[src/rtl/aser_tx_pkg.sv]
package aser_tx_pkg;

    localparam int unsigned DATA_W = 8;

    typedef enum logic [2:0] {
        ST_IDLE,
        ST_START,
        ST_DATA,
        ST_PAR,
        ST_STOP1,
        ST_STOP2
    } tx_state_e;

    typedef struct packed {
        logic par_en;
        logic par_odd;
        logic two_stop;
    } line_cfg_t;

    typedef struct packed {
        logic par_bit;
        logic par_en;
        logic two_stop;
    } frame_t;

    function automatic logic parity_of(input logic [DATA_W-1:0] d, input logic odd);
        return (^d) ^ odd;
    endfunction

    function automatic frame_t build_frame(input logic [DATA_W-1:0] d, input line_cfg_t c);
        frame_t f;
        f.par_bit  = parity_of(d, c.par_odd);
        f.par_en   = c.par_en;
        f.two_stop = c.two_stop;
        return f;
    endfunction

endpackage

[src/rtl/aser_tx_flags.sv]
module aser_tx_flags
    import aser_tx_pkg::*;
(
    input  logic              clk,
    input  logic              rst,
    input  logic              wr_en,
    input  logic [DATA_W-1:0] wr_data,
    input  logic              xfer,
    input  logic              end_set,
    output logic [DATA_W-1:0] hold_data,
    output logic              hold_empty,
    output logic              tx_end
);

    logic [DATA_W-1:0] hold_q;
    logic              empty_q;
    logic              end_q;

    always_ff @(posedge clk) begin
        if (rst) begin
            hold_q  <= '0;
            empty_q <= 1'b1;
            end_q   <= 1'b1;
        end else begin
            if (wr_en) begin
                hold_q <= wr_data;
            end
            // a host write wins over a same-cycle transfer: the new byte is pending
            if (wr_en) begin
                empty_q <= 1'b0;
            end else if (xfer) begin
                empty_q <= 1'b1;
            end
            if (wr_en) begin
                end_q <= 1'b0;
            end else if (end_set) begin
                end_q <= 1'b1;
            end
        end
    end

    assign hold_data  = hold_q;
    assign hold_empty = empty_q;
    assign tx_end     = end_q;

endmodule

[src/rtl/aser_tx_ticker.sv]
module aser_tx_ticker #(
    parameter int unsigned TICKS_PER_BIT = 16
) (
    input  logic clk,
    input  logic rst,
    input  logic run,
    input  logic baud_tick,
    output logic bit_done
);

    localparam int unsigned CNT_W = (TICKS_PER_BIT > 1) ? $clog2(TICKS_PER_BIT) : 1;
    localparam logic [CNT_W-1:0] LAST = CNT_W'(TICKS_PER_BIT - 1);

    logic [CNT_W-1:0] cnt_q;

    always_ff @(posedge clk) begin
        if (rst || !run) begin
            cnt_q <= '0;
        end else if (baud_tick) begin
            cnt_q <= (cnt_q == LAST) ? '0 : cnt_q + 1'b1;
        end
    end

    assign bit_done = run && baud_tick && (cnt_q == LAST);

endmodule

[src/rtl/aser_tx_engine.sv]
module aser_tx_engine
    import aser_tx_pkg::*;
(
    input  logic              clk,
    input  logic              rst,
    input  logic              bit_done,
    input  logic              hold_empty,
    input  logic [DATA_W-1:0] hold_data,
    input  line_cfg_t         cfg,
    output logic              xfer,
    output logic              end_set,
    output logic              busy,
    output logic              txd
);

    localparam int unsigned IDX_W = (DATA_W > 1) ? $clog2(DATA_W) : 1;
    localparam logic [IDX_W-1:0] LAST_IDX = IDX_W'(DATA_W - 1);

    tx_state_e         st_q, st_d;
    frame_t            fr_q, fr_d;
    logic [DATA_W-1:0] sh_q, sh_d;
    logic [IDX_W-1:0]  idx_q, idx_d;
    logic              chain_q, chain_d;
    logic              last_q, last_d;
    logic              final_entry;

    always_comb begin
        st_d        = st_q;
        fr_d        = fr_q;
        sh_d        = sh_q;
        idx_d       = idx_q;
        chain_d     = chain_q;
        last_d      = last_q;
        xfer        = 1'b0;
        end_set     = 1'b0;
        final_entry = 1'b0;

        case (st_q)
            ST_IDLE: begin
                if (!hold_empty) begin
                    xfer    = 1'b1;
                    fr_d    = build_frame(hold_data, cfg);
                    sh_d    = hold_data;
                    chain_d = 1'b0;
                    st_d    = ST_START;
                end
            end
            ST_START: begin
                if (bit_done) begin
                    idx_d = '0;
                    st_d  = ST_DATA;
                end
            end
            ST_DATA: begin
                if (bit_done) begin
                    sh_d = sh_q >> 1;
                    if (idx_q == LAST_IDX) begin
                        if (fr_q.par_en) begin
                            st_d = ST_PAR;
                        end else begin
                            st_d        = ST_STOP1;
                            last_d      = !fr_q.two_stop;
                            final_entry = !fr_q.two_stop;
                        end
                    end else begin
                        idx_d = idx_q + 1'b1;
                    end
                end
            end
            ST_PAR: begin
                if (bit_done) begin
                    st_d        = ST_STOP1;
                    last_d      = !fr_q.two_stop;
                    final_entry = !fr_q.two_stop;
                end
            end
            ST_STOP1: begin
                if (bit_done) begin
                    if (!last_q) begin
                        st_d        = ST_STOP2;
                        last_d      = 1'b1;
                        final_entry = 1'b1;
                    end else begin
                        st_d = chain_q ? ST_START : ST_IDLE;
                    end
                end
            end
            ST_STOP2: begin
                if (bit_done) begin
                    st_d = chain_q ? ST_START : ST_IDLE;
                end
            end
            default: st_d = ST_IDLE;
        endcase

        // decision point: start of the frame's last stop bit
        if (final_entry) begin
            if (!hold_empty) begin
                xfer    = 1'b1;
                fr_d    = build_frame(hold_data, cfg);
                sh_d    = hold_data;
                chain_d = 1'b1;
            end else begin
                end_set = 1'b1;
                chain_d = 1'b0;
            end
        end
    end

    always_ff @(posedge clk) begin
        if (rst) begin
            st_q    <= ST_IDLE;
            fr_q    <= '0;
            sh_q    <= '0;
            idx_q   <= '0;
            chain_q <= 1'b0;
            last_q  <= 1'b0;
        end else begin
            st_q    <= st_d;
            fr_q    <= fr_d;
            sh_q    <= sh_d;
            idx_q   <= idx_d;
            chain_q <= chain_d;
            last_q  <= last_d;
        end
    end

    always_comb begin
        case (st_q)
            ST_START: txd = 1'b0;
            ST_DATA:  txd = sh_q[0];
            ST_PAR:   txd = fr_q.par_bit;
            default:  txd = 1'b1;
        endcase
    end

    assign busy = (st_q != ST_IDLE);

endmodule

[src/rtl/aser_tx.sv]
module aser_tx
    import aser_tx_pkg::*;
#(
    parameter int unsigned TICKS_PER_BIT = 16
) (
    input  logic              clk,
    input  logic              rst,
    input  logic              baud_tick,
    input  logic              cfg_par_en,
    input  logic              cfg_par_odd,
    input  logic              cfg_two_stop,
    input  logic              wr_en,
    input  logic [DATA_W-1:0] wr_data,
    input  logic              ien_empty,
    input  logic              ien_end,
    output logic              txd,
    output logic              hold_empty,
    output logic              tx_end,
    output logic              irq_empty,
    output logic              irq_end
);

    line_cfg_t         cfg;
    logic [DATA_W-1:0] hold_data;
    logic              xfer;
    logic              end_set;
    logic              busy;
    logic              bit_done;

    assign cfg.par_en   = cfg_par_en;
    assign cfg.par_odd  = cfg_par_odd;
    assign cfg.two_stop = cfg_two_stop;

    aser_tx_flags u_flags (
        .clk        (clk),
        .rst        (rst),
        .wr_en      (wr_en),
        .wr_data    (wr_data),
        .xfer       (xfer),
        .end_set    (end_set),
        .hold_data  (hold_data),
        .hold_empty (hold_empty),
        .tx_end     (tx_end)
    );

    aser_tx_ticker #(
        .TICKS_PER_BIT (TICKS_PER_BIT)
    ) u_ticker (
        .clk       (clk),
        .rst       (rst),
        .run       (busy),
        .baud_tick (baud_tick),
        .bit_done  (bit_done)
    );

    aser_tx_engine u_engine (
        .clk        (clk),
        .rst        (rst),
        .bit_done   (bit_done),
        .hold_empty (hold_empty),
        .hold_data  (hold_data),
        .cfg        (cfg),
        .xfer       (xfer),
        .end_set    (end_set),
        .busy       (busy),
        .txd        (txd)
    );

    assign irq_empty = hold_empty && ien_empty;
    assign irq_end   = tx_end && ien_end;

endmodule

[config.mk]
export PLATFORM = sky130hd
export DESIGN_NAME = aser_tx
export DESIGN_NICKNAME = d
export VERILOG_FILES = /design/src/rtl/aser_tx_pkg.sv /design/src/rtl/aser_tx_flags.sv /design/src/rtl/aser_tx_ticker.sv /design/src/rtl/aser_tx_engine.sv /design/src/rtl/aser_tx.sv
export SDC_FILE = /design/constraint.sdc
export NUM_CORES = 1
export LEC_CHECK = 0
export BUFFER_PORTS_ARGS = -buffer_cell sky130_fd_sc_hd__buf_2
export CORE_MARGIN = 3
export CORE_UTILIZATION = 46
export DETAILED_ROUTE_END_ITERATION = 6
export GPL_ROUTABILITY_DRIVEN = 1
export PLACE_DENSITY = 0.66
export SETUP_SLACK_MARGIN = 0.15
export SYNTH_ARGS = -nofsm -noshare
export SYNTH_HDL_FRONTEND = slang
export SYNTH_SLANG_ARGS = --single-unit
[constraint.sdc]
create_clock -name clk -period 4.75 [get_ports clk]
set_clock_uncertainty 0.2 [all_clocks]
set_input_delay 0.475 -clock clk [delete_from_list [all_inputs] [get_ports clk]]
set_output_delay 0.475 -clock clk [all_outputs]
set_load 0.02 [all_outputs]
==> metrics.txt <==
status=complete, no violations; hold crit path type=in2reg; Seq cells post-synth=33; Clock Path Buffers=2; CP delay by family, top=compound AO/OA/AOI/OAI gates; CTS resizes=0; wire per inst=14.4 um; crit path max fanout=13; xor/xnor share of the synthesized area=5.00%; post-route cell area=1950 um^2; CTS buffer count=5; Port-buffer cells=21; via count=1,492; R2R cell count=5; ratio of cells with drive above 1 in the final layout=20.1%; Layout area overhead=11.6%; flop-to-flop setup slack=2.16 ns; Gate power share=10.8%; post-synthesis adder-cell area fraction=2.14%; Yosys cell types=42; # DRC=0; die width=67.7 um; Core ar.=3490 um^2; final wirelength=roughly 3700 um; vias in the first global route=between 1,000 and 1,500; H-tree Lvls=2; kind of start point of the critical path=flop; Pleak=a little over 0.7 nW; Worst Hold Depth=3; Vias/cell=roughly 5.7; fin cells=260; largest family of logic cells by synthesized area=compound AO/OA/AOI/OAI gates; initial antenna violation count=0; postcts setup bufs=0; worst-path cell chain=or3b_4 > o22a_1 > a2111oi_4 > nor3_1 > a211oi_1; Starting Density=around 50%; Die Ht=67.7 um; cells after synthesis=198; Worst EP arrival=2.59 ns; CP Capture Type=flop; Slew Limit Fails=0; compound-gate portion of the synthesized area=25.1%; CTS sink cnt=33; RSZ-0062 raised after global routing=no; min cycle time layout=2.59 ns; worst vdd rail ir drop=0.000184 V; Sw Pwr=0.148 mW; clock root cell=clkbuf_8; CP Depth=5; Mapped Area=between 1500 and 2000 um^2; endpoints failing setup=0; first-pass GRT wire length=6450 um; FMAX=a little under 400 MHz; Switching Share=23.9%; sequential share of power=48.6%; Slew Limit Headroom=47.7%; post-synthesis simple-gate area fraction=19.0%; Hold Slack=between 0.2 and 0.25 ns; Crit Path Class=reg2reg; DRT Pass-1 Iters=4; Crit path largest cell delay=0.69 ns; Placed Cells=approximately 250; Worst Path Required=4.75 ns; Rows=21; Mean Syn Cell Area=8.84 um^2; I/O pin count=22; GRT overflow=0; die area=~4600 um^2; synth warn=0; Tcrit/Tclk final=between 50% and 60%; CTS tree=built; Final Util=55.9%; post-synthesis mux area share=between 6 and 7%; Placer Congestion=0.905; Antenna diodes=0; Nets=234; Iter 0 DRT Violations=76; DPL Wire Length=~2700 um; Fin. Hold Viols=0; Worst Tran Pin Value=0.778 ns; placed inst area=1850 um^2; Buf/Inv on CP=0; net count after synthesis=218; remaining antenna violation count=0; P per Cell Area=317 nW/um^2; clock slew at reported path FFs=about 0.070 ns; largest net degree at the start of global routing=30; Clock power frac=40.6%; register area share after synthesis=37.7%; CTS Hold Bufs=0; CP max stage cell=a2111oi_4; internal power=0.471 mW; gr usage total=18.7%; number of max-cap violations=0; Skew-Pair Late Insertion Delay=0.29 ns; Fin Setup TNS=0 ns
-- cells in the mapped netlist (all sizes together) --
cell type	count	area [um^2]
a2111o	1	11.3
o221a	1	11.3
or3b	1	11.3
xor2	2	17.5
a211oi	2	15.0
mux2i	11	110
a21o	1	7.51
dfxtp	33	661
clkbuf	7	26.3
nor4	1	21.3
xnor2	8	70.1
ha	3	37.5
nor3b	2	15.0
o21a	1	7.51
a21oi	24	154
a22o	7	61.3
and2	3	18.8
o22a	1	8.76
nor2b	3	18.8
nand3b	1	7.51
nand3	5	25.0
a221oi	1	8.76
inv	5	18.8
a2111oi	1	27.5
o211ai	1	7.51
o32a	1	11.3
a41oi	1	8.76
buf	5	37.5
a311oi	1	8.76
and4	1	8.76
or4	1	7.51
nor2	19	71.3
nand2	12	45.0
o21ai	16	80.1
nand4	2	12.5
a311o	1	10.0
nand2b	4	25.0
nor3	8	45.0
-- flip-flops by register name, summed over array words and instances, names as in the netlist, named ones only --
register and cells:
u_ticker.cnt_q 4, u_engine.sh_q 8, u_flags.hold_empty 1, u_flags.hold_data 8
u_engine.idx_q 3, u_engine.chain_q 1, u_engine.last_q 1, u_engine.fr_q 1
u_flags.tx_end 1, u_engine.st_q 3
-- final timing paths --
check,startpoint,to
setup reg to reg,u_engine.st_q[2],u_engine.fr_q[2]
hold reg to reg,u_engine.idx_q[1],u_engine.idx_q[1]
setup / recovery,u_engine.st_q[2],u_engine.fr_q[2]
hold / removal,wr_data[5],u_flags.hold_data[5]
-- power groups by stage --
stage | Sequential (mW) | Combinational (mW) | Clock [mW]
final | 0.301 | 0.0671 | 0.251
after global placement | 0.306 | 0.0656 | 0
after global routing | 0.303 | 0.0747 | 0.269
after detailed placement | 0.307 | 0.0676 | 0
after floorplan | 0.300 | 0.0566 | 0
after CTS | 0.301 | 0.0677 | 0.257
-- cell families (layout without fill, tap and decap cells) --
| group | after synthesis | in the layout |
|---|---|---|
| AND/OR/NAND/NOR | 63 | 63 |
| AO/OA/AOI/OAI | 61 | 61 |
| flip-flops | 33 | 33 |
| buffers and inverters | 17 | 33 |
| multiplexers | 11 | 11 |
| XOR/XNOR | 10 | 10 |
| adder cells (fa/ha/maj) | 3 | 3 |
-- cell usage in the layout (no fill, tap or decap), types with 2 or more instances in the layout --
| master | n |
|---|---|
| nor2_1 | 19 |
| clkbuf_8 | 5 |
| mux2i_1 | 11 |
| nand3_1 | 5 |
| a21oi_2 | 9 |
| xor2_1 | 2 |
| nor2b_1 | 3 |
| a21oi_1 | 15 |
| o21ai_1 | 11 |
| buf_2 | 21 |
| o21ai_0 | 5 |
| and2_1 | 3 |
| xnor2_1 | 8 |
| nand2_1 | 12 |
| a211oi_1 | 2 |
| ha_1 | 3 |
| nor3b_1 | 2 |
| inv_1 | 5 |
| dfxtp_1 | 33 |
| nand2b_1 | 4 |
| a22o_1 | 7 |
| nor3_1 | 7 |
| nand4_1 | 2 |
-- tightest hold or removal path, stage by stage --
cell	delay, ns
buf_2	0.08
mux2i_1	0.06
nor2_1	0.07
-- through the flow --
step | setup slack, ns | power [mW]
6_report | 2.16 | 0.619
5_1_grt | 2.01 | 0.646
4_1_cts | 2.17 | 0.625
3_5_place_dp | 2.18 | 0.374
3_3_place_gp | 2.20 | 0.372
2_1_floorplan | 2.61 | 0.357
-- final cells by class --
class | count | area [um^2]
fill | 337 | 1540
multi-input combinational | 148 | 1010
sequential | 33 | 661
timing repair buffer | 21 | 105
clock buffer | 5 | 68.8
tap | 46 | 57.6
clock inverter | 2 | 35.0
inverter | 5 | 18.8
-- layer usage --
layer / share of wire, % / routed length [um] / up-vias / global-route usage (%)
li1: - / - / 746 / -
met1: 50 / 1860 / 703 / 25.3
met2: 44 / 1630 / 36 / 28.1
met3: 4.7 / 177 / 7 / 4.33
met4: 1.7 / 65 / 0 / 8.35
met5: 0 / 0 / - / 0
Power figures use the tool's default switching activity.
